--- src/rtl/msw_cop_trap_pkg.sv ---
package msw_cop_trap_pkg;
   typedef enum logic [1:0] {
      CLS_OTHER = 2'd0,
      CLS_ESC   = 2'd1,
      CLS_WAIT  = 2'd2,
      CLS_RSVD  = 2'd3
   } insn_cls_e;

   localparam int BIT_PE = 0;
   localparam int BIT_MP = 1;
   localparam int BIT_EM = 2;
   localparam int BIT_TS = 3;
   localparam int LOW_W  = 4;

   typedef struct packed {
      logic ts;
      logic em;
      logic mp;
      logic pe;
   } msw_low_t;
endpackage

--- src/rtl/msw_priv_gate.sv ---
module msw_priv_gate #(
   parameter int CPL_W = 2
) (
   input  logic             ld_req,
   input  logic             clr_ts_req,
   input  logic [CPL_W-1:0] cpl,
   input  logic             real_mode,
   output logic             ld_ok,
   output logic             clr_ok,
   output logic             priv_fault
);
   logic privileged;

   assign privileged = real_mode || (cpl == '0);
   assign ld_ok      = ld_req && privileged;
   assign clr_ok     = clr_ts_req && privileged;
   assign priv_fault = (ld_req || clr_ts_req) && !privileged;
endmodule

--- src/rtl/msw_word_regs.sv ---
module msw_word_regs
   import msw_cop_trap_pkg::*;
#(
   parameter int          MSW_W     = 16,
   parameter int          RSVD_W    = MSW_W - LOW_W,
   parameter [RSVD_W-1:0] RSVD_INIT = '0
) (
   input  logic              clk,
   input  logic              rst_n,
   input  logic              ld_ok,
   input  logic [LOW_W-1:0]  ld_low,
   input  logic              ts_set,
   input  logic              ts_clr,
   output msw_low_t          low_q,
   output logic [RSVD_W-1:0] rsvd_q
);
   msw_low_t low_d;

   always_comb begin
      low_d = low_q;
      if (ld_ok) begin
         low_d.pe = low_q.pe | ld_low[BIT_PE];
         low_d.mp = ld_low[BIT_MP];
         low_d.em = ld_low[BIT_EM];
      end
      if (ts_set)
         low_d.ts = 1'b1;
      else if (ts_clr)
         low_d.ts = 1'b0;
   end

   always_ff @(posedge clk) begin
      if (!rst_n) low_q <= '0;
      else        low_q <= low_d;
   end

   for (genvar i = 0; i < RSVD_W; i++) begin : g_rsvd
      always_ff @(posedge clk) begin
         if (!rst_n) rsvd_q[i] <= RSVD_INIT[i];
         else        rsvd_q[i] <= rsvd_q[i];
      end
   end

   a_r4_pe_sticky: assert property (@(posedge clk) disable iff (!rst_n)
      low_q.pe |=> low_q.pe);
   a_r7_ts_set: assert property (@(posedge clk) disable iff (!rst_n)
      ts_set |=> low_q.ts);
   a_r6_ld_keeps_ts: assert property (@(posedge clk) disable iff (!rst_n)
      (ld_ok && !ts_set && !ts_clr) |=> (low_q.ts == $past(low_q.ts)));
endmodule

--- src/rtl/msw_trap_decide.sv ---
module msw_trap_decide
   import msw_cop_trap_pkg::*;
#(
   parameter int VEC_W    = 8,
   parameter int TRAP_VEC = 7
) (
   input  logic             insn_valid,
   input  logic [1:0]       insn_cls,
   input  msw_low_t         low_q,
   output logic             nm_trap,
   output logic [VEC_W-1:0] trap_vec
);
   logic esc_hit;
   logic wait_hit;

   assign esc_hit  = (insn_cls == CLS_ESC)  && (low_q.em || low_q.ts);
   assign wait_hit = (insn_cls == CLS_WAIT) && low_q.mp && low_q.ts;
   assign nm_trap  = insn_valid && (esc_hit || wait_hit);
   assign trap_vec = nm_trap ? VEC_W'(TRAP_VEC) : '0;
endmodule

--- src/rtl/msw_cop_trap.sv ---
module msw_cop_trap
   import msw_cop_trap_pkg::*;
#(
   parameter int                  MSW_W     = 16,
   parameter int                  CPL_W     = 2,
   parameter int                  VEC_W     = 8,
   parameter int                  TRAP_VEC  = 7,
   parameter [MSW_W-LOW_W-1:0]    RSVD_INIT = '0
) (
   input  logic             clk,
   input  logic             rst_n,
   input  logic             insn_valid,
   input  logic [1:0]       insn_cls,
   input  logic             ld_req,
   input  logic [MSW_W-1:0] ld_data,
   input  logic             clr_ts_req,
   input  logic [CPL_W-1:0] cpl,
   input  logic             real_mode,
   input  logic             task_sw,
   output logic [MSW_W-1:0] msw,
   output logic             nm_trap,
   output logic [VEC_W-1:0] trap_vec,
   output logic             priv_fault
);
   localparam int RSVD_W = MSW_W - LOW_W;

   if (MSW_W <= LOW_W) begin : g_chk_w
      $error("MSW_W must exceed the four defined bits");
   end
   if (TRAP_VEC >= (1 << VEC_W)) begin : g_chk_vec
      $error("TRAP_VEC does not fit in VEC_W");
   end

   logic              ld_ok;
   logic              clr_ok;
   msw_low_t          low_q;
   logic [RSVD_W-1:0] rsvd_q;
   logic              unused_rsvd_in;

   assign unused_rsvd_in = ^ld_data[MSW_W-1:LOW_W];

   msw_priv_gate #(.CPL_W(CPL_W)) u_gate (
      .ld_req(ld_req), .clr_ts_req(clr_ts_req), .cpl(cpl),
      .real_mode(real_mode), .ld_ok(ld_ok), .clr_ok(clr_ok),
      .priv_fault(priv_fault)
   );

   msw_word_regs #(.MSW_W(MSW_W), .RSVD_W(RSVD_W), .RSVD_INIT(RSVD_INIT)) u_regs (
      .clk(clk), .rst_n(rst_n), .ld_ok(ld_ok), .ld_low(ld_data[LOW_W-1:0]),
      .ts_set(task_sw), .ts_clr(clr_ok), .low_q(low_q), .rsvd_q(rsvd_q)
   );

   msw_trap_decide #(.VEC_W(VEC_W), .TRAP_VEC(TRAP_VEC)) u_trap (
      .insn_valid(insn_valid), .insn_cls(insn_cls), .low_q(low_q),
      .nm_trap(nm_trap), .trap_vec(trap_vec)
   );

   assign msw = {rsvd_q, low_q.ts, low_q.em, low_q.mp, low_q.pe};

   a_r5_rsvd_stable: assert property (@(posedge clk) disable iff (!rst_n)
      $stable(msw[MSW_W-1:LOW_W]));
   a_r3_denied_load: assert property (@(posedge clk) disable iff (!rst_n)
      (ld_req && !real_mode && cpl != '0 && !task_sw && !clr_ts_req) |=> $stable(msw));
   a_r3_fault_flag: assert property (@(posedge clk) disable iff (!rst_n)
      (ld_req && !real_mode && cpl != '0) |-> priv_fault);
   a_r9_set_wins: assert property (@(posedge clk) disable iff (!rst_n)
      (task_sw && clr_ts_req) |=> msw[BIT_TS]);
   a_r12_wait_trap: assert property (@(posedge clk) disable iff (!rst_n)
      (insn_valid && insn_cls == CLS_WAIT && msw[BIT_MP] && msw[BIT_TS]) |-> nm_trap);
   a_r10_esc_em: assert property (@(posedge clk) disable iff (!rst_n)
      (insn_valid && insn_cls == CLS_ESC && msw[BIT_EM]) |-> nm_trap);
   a_r13_vec: assert property (@(posedge clk) disable iff (!rst_n)
      nm_trap |-> (trap_vec == VEC_W'(TRAP_VEC)));
endmodule

--- config.mk ---
export PLATFORM = sky130hd
export DESIGN_NAME = msw_cop_trap
export DESIGN_NICKNAME = d
export VERILOG_FILES = /design/src/rtl/msw_cop_trap_pkg.sv /design/src/rtl/msw_priv_gate.sv /design/src/rtl/msw_word_regs.sv /design/src/rtl/msw_trap_decide.sv /design/src/rtl/msw_cop_trap.sv
export SDC_FILE = /design/constraint.sdc
export NUM_CORES = 1
export LEC_CHECK = 0
export BUFFER_PORTS_ARGS = -buffer_cell sky130_fd_sc_hd__buf_4
export CAP_MARGIN = 20
export CORE_UTILIZATION = 28
export DETAILED_ROUTE_END_ITERATION = 8
export PLACE_DENSITY_LB_ADDON = 0.1
export SLEW_MARGIN = 15
export SYNTH_ARGS = -nofsm -noshare
export SYNTH_HDL_FRONTEND = slang
export SYNTH_SLANG_ARGS = --single-unit
--- constraint.sdc ---
create_clock -name clk -period 1.3 [get_ports clk]
set_input_delay 0.195 -clock clk [delete_from_list [all_inputs] [get_ports clk]]
set_output_delay 0.195 -clock clk [all_outputs]
set_load 0.005 [all_outputs]
; After elaboration in Yosys (flattened, before gate mapping)
; Cells that the tools add are included.
[totals]
ff_bits = 4
inputBits = 27
out_inout_bits = 26
[classes]
eq_ne = 2
mux = 3
n_bitwise = 1
n_reduce_logical = 14
[ops]
columns = operator, count
row1 = 1-bit logical AND, 7
row2 = 1-bit logical OR, 4
row3 = 3-bit 2-to-1 mux, 1
row4 = "2-bit by 1-bit equality test with 1-bit output, second input constant", 1
row5 = "2-bit equality test, second input constant", 1
row6 = 2-bit zero test, 1
row7 = 1-bit 2-to-1 mux, 2
row8 = 2-bit nonzero test, 1
row9 = 1-bit zero test, 1
row10 = 1-bit OR, 1

; Longest topological paths before layout
[depth]
word_depth = 6
mapped_depth = 4
depth_no_buf = 3

; Cells and area by module
; Synthesis repeated with hierarchy kept, for this count alone.
[hier_totals]
hier_cells = 43
area_unflattened_um2 = 361.6
[modules_own_cells]
columns = module, n_inst, cells_per_inst, area_each_um2, seq_area_each_um2
row1 = msw_word_regs, 1, 25, 231.5, 80.1
row2 = msw_trap_decide, 1, 13, 91.3, 0.0
row3 = msw_priv_gate, 1, 5, 38.8, 0.0

; Worst setup path before layout
; No wires, ideal clock.
[synth_timing]
path_type = flip-flop to output port
startpoint = reg, netlist name u_regs.low_q[1]
endpoint = out trap_vec[0]
arrival_ns = 0.981
required_time_ns = 1.105
slack_ns = 0.124
path_stages_with_launch = 5
n_path_buf = 1
cell_sequence = dfxtp_1 nand2_1 mux2_2 o21ai_2 buf_4
[synth_via]
elab_chain_len = 5
[synth_lines]
columns = element, line
row1 = 1-bit logical AND (2 in a row), msw_trap_decide.sv:17  ; assign wait_hit = (insn_cls == CLS_WAIT) && low_q.mp && low_q.ts;
row2 = 1-bit logical OR, msw_trap_decide.sv:18  ; assign nm_trap = insn_valid && (esc_hit || wait_hit);
row3 = 1-bit logical AND, msw_trap_decide.sv:18
row4 = net nm_trap, msw_cop_trap.sv:21  ; output logic nm_trap,
row5 = 3-bit 2-to-1 mux, msw_trap_decide.sv:19  ; assign trap_vec = nm_trap ? VEC_W'(TRAP_VEC) : '0;
row6 = to (decl), msw_cop_trap.sv:22  ; output logic [VEC_W-1:0] trap_vec,
; The timed path passes the listed nets, and every way through them passes these cells.

; Final worst setup path
[layout_timing]
startpoint = reg, netlist name u_regs.low_q[1]
endpoint = out trap_vec[1]
[layout_via]
elab_chain_len = 5
[layout_lines]
columns = element, line
row1 = 1-bit logical AND (2 in a row), msw_trap_decide.sv:17
row2 = 1-bit logical OR, msw_trap_decide.sv:18
row3 = 1-bit logical AND, msw_trap_decide.sv:18
row4 = 3-bit 2-to-1 mux, msw_trap_decide.sv:19
; Every way passes these cells.

==> impl_metrics.env <==
export IMPL_top_regs="u_regs.low_q: 4 flops"
export IMPL_synth_area_um2=365
export IMPL_slew_viol_final=0
export IMPL_track_usage_pct=9.85
export IMPL_maxCapViolCount=0
export IMPL_min_from="clr_ts_req"
export IMPL_synth_top_family_by_area="buffers and inverters"
export IMPL_vias=314
export IMPL_r2r_start="u_regs.low_q[3]"
export IMPL_start_kind="flop"
export IMPL_p_sw_share_pct=25.1
export IMPL_die_area_um2=1450
export IMPL_start_util_pct=31.6
export IMPL_antenna_found_initial=0
export IMPL_antenna_left=0
export IMPL_drt_total_wl_um=655
export IMPL_row_count=12
export IMPL_holdPathStages=2
export IMPL_grt_pass1_wl_um=952
export IMPL_p_total_mw=0.395
export IMPL_nets=97
export IMPL_ys_types=14
export IMPL_ir_drop_uv=367
export IMPL_fillers=132
export IMPL_power_leakage_nw=0.279
export IMPL_path_class="reg2out"
export IMPL_cp_max_fo=4
export IMPL_synth_common_cells="buf_4, nand2_1, dfxtp_1"
export IMPL_tritoncts_num_buffers=3
export IMPL_port_buffers=22
export IMPL_setup_ws_ns=-0.0738
export IMPL_grt_pass1_vias=249
export IMPL_grt_max_degree=8
export IMPL_synth_most_common_cell="buf_4"
export IMPL_areaGrowthSynthToFinish_pct=38.0
export IMPL_avgSynthCellArea_um2=7.94
export IMPL_synth_ff_type="dfxtp_1"
export IMPL_power_frac_comb_pct=27.0
export IMPL_synth_compound_area_share_pct=12.0
export IMPL_violations="setup timing"
export IMPL_synth_mux_area_share_pct=8.56
export IMPL_status="finished, violations left"
export IMPL_placed_cells=78
export IMPL_worstRegToRegCells=2
export IMPL_drt_iter0_drc=1
export IMPL_fp_dieH_um=38.1
export IMPL_drt_wirelength_per_cell_um=7.99
export IMPL_cts_max_level=1
export IMPL_drc=0
export IMPL_max_freq_ghz=0.728
export IMPL_cts_root_buf="clkbuf_4"
export IMPL_finalCritPeriodShare_pct=106
export IMPL_hold_class="in2reg"
export IMPL_synth_warnings=0
export IMPL_async_flop_share_pct=0
export IMPL_coreArea_um2=1160
export IMPL_io_pins=53
export IMPL_arrival_ns=1.18
export IMPL_synth_area_top_cells="buf_4, dfxtp_1, nand2_1"
export IMPL_cts_buffer_depth=2
export IMPL_synth_top_area_share_pct=41.1
export IMPL_ctsHoldBuffers=0
export IMPL_n_antenna_cell=0
export IMPL_p_int_mw=0.296
export IMPL_synth_adder_area_share_pct=0
export IMPL_power_density_nw_per_um2=784
export IMPL_viasPerCell=3.83
export IMPL_path_clk_slew_ns=0.04
export IMPL_cts_tree="yes"
export IMPL_place_gp_congestion=0.605
export IMPL_largest_reg_flops=4
export IMPL_drive_above_1_share_pct=45.6
export IMPL_startpoint="u_regs.low_q[1]"
export IMPL_clock_latency_ns=0.23
export IMPL_synth_seq_cells=4
export IMPL_end_kind="primary output"
export IMPL_dieWidth_um=38.1
export IMPL_ys_seq_area_share_pct=21.9
export IMPL_hold_viol_final=0
export IMPL_skew_ns=0
export IMPL_grt_ovfl_total=0
export IMPL_pre_cts_ws_ns=0.0951
export IMPL_drt_first_pass_iters=3
export IMPL_finalSetupViolCount=4
export IMPL_rsz0062_at_grt="yes"
export IMPL_synth_edf_count=0
export IMPL_clock_sinks=4
export IMPL_p_switching_mw=0.0992
export IMPL_finalSetupTns_ns=-0.272
export IMPL_synth_xor_area_share_pct=0
export IMPL_period_minus_slack_ns=1.37
export IMPL_largest_register="u_regs.low_q"
export IMPL_synthCells=46
export IMPL_yosys_area_share_simple_pct=14.4
export IMPL_fin_cells=82
export IMPL_p_clk_share_pct=38.3
export IMPL_cp_required_ns=1.11
export IMPL_yosys_area_top_type="buf_4"
export IMPL_place_hpwl_um=525
export IMPL_seq_power_share_pct=34.7
## power groups by stage
| stage | logic, mW | clock network (mW) | registers, mW |
|---|---|---|---|
| 2_1_floorplan | 0.0783 | 0 | 0.139 |
| 3_3_place_gp | 0.0984 | 0 | 0.140 |
| 3_5_place_dp | 0.0989 | 0 | 0.140 |
| 4_1_cts | 0.105 | 0.160 | 0.138 |
| 5_1_grt | 0.120 | 0.167 | 0.138 |
| 6_report | 0.107 | 0.151 | 0.137 |
## worst max-delay path, stage by stage (launching register included)
cell and delay [ns]:
dfxtp_2 0.32, nand2_1 0.05, mux2_4 0.28, o21ai_4 0.17
buf_4 0.14
## routing by layer
metal	vias to the layer above	track usage [%]	share of wire (%)
met3	0	5.23	15
met2	28	15.7	48
met1	129	11.3	36
met4	0	2.68	0
met5	-	0	0
li1	157	-	-
## kinds of logic (layout without fill, tap and decap cells)
group,after synthesis,in the layout
buf+inv,21,27
simple gates,12,12
compound gates,5,5
flops,4,4
mux,3,3
other cells,1,17
## layout make-up
class / count / area, um^2 / area share [%]
well taps: 14 / 17.5 / 3.47
inverters: 1 / 3.75 / 0.744
multi-input cells: 37 / 203 / 40.2
flip-flops and latches: 4 / 81.3 / 16.1
repair buffers: 23 / 176 / 35.0
clock buffers: 3 / 22.5 / 4.47
## placed cells by master (no fill, tap or decap), types with 2 or more instances in the layout
cell / netlist / final
buf_4: 20 / 22
o21ai_0: 2 / 2
nand2_1: 8 / 8
mux2i_1: 2 / 2
nor2_1: 2 / 2
dfxtp_1: 4 / 3
conb_1: 1 / 17
clkbuf_4: 0 / 3
## metrics by stage
step / area, um^2 / hold slack, ns / utilization [%]
after detailed placement: 458 / 0.409 / 39.6
after floorplan: 425 / 0.302 / -
after global routing: 504 / 0.166 / 43.6
after CTS: 500 / 0.158 / 43.3
after global placement: 458 / 0.409 / 39.6
final: 504 / 0.163 / 43.6
## repair_timing
action / in CTS / in global routing
setup endpoints to repair: 4 / 4
resized for setup: 3 / 1
pin swaps: 1 / 0
setup buffers: 1 / 0
## final timing paths
path                                        end  slack [ns]
worst max-delay path                trap_vec[1]       -0.07
worst min-delay path            u_regs.low_q[3]        0.16
worst max register to register  u_regs.low_q[3]        0.63
worst min register to register  u_regs.low_q[0]        0.45
No activity file was read; power rests on OpenSTA's default activity.
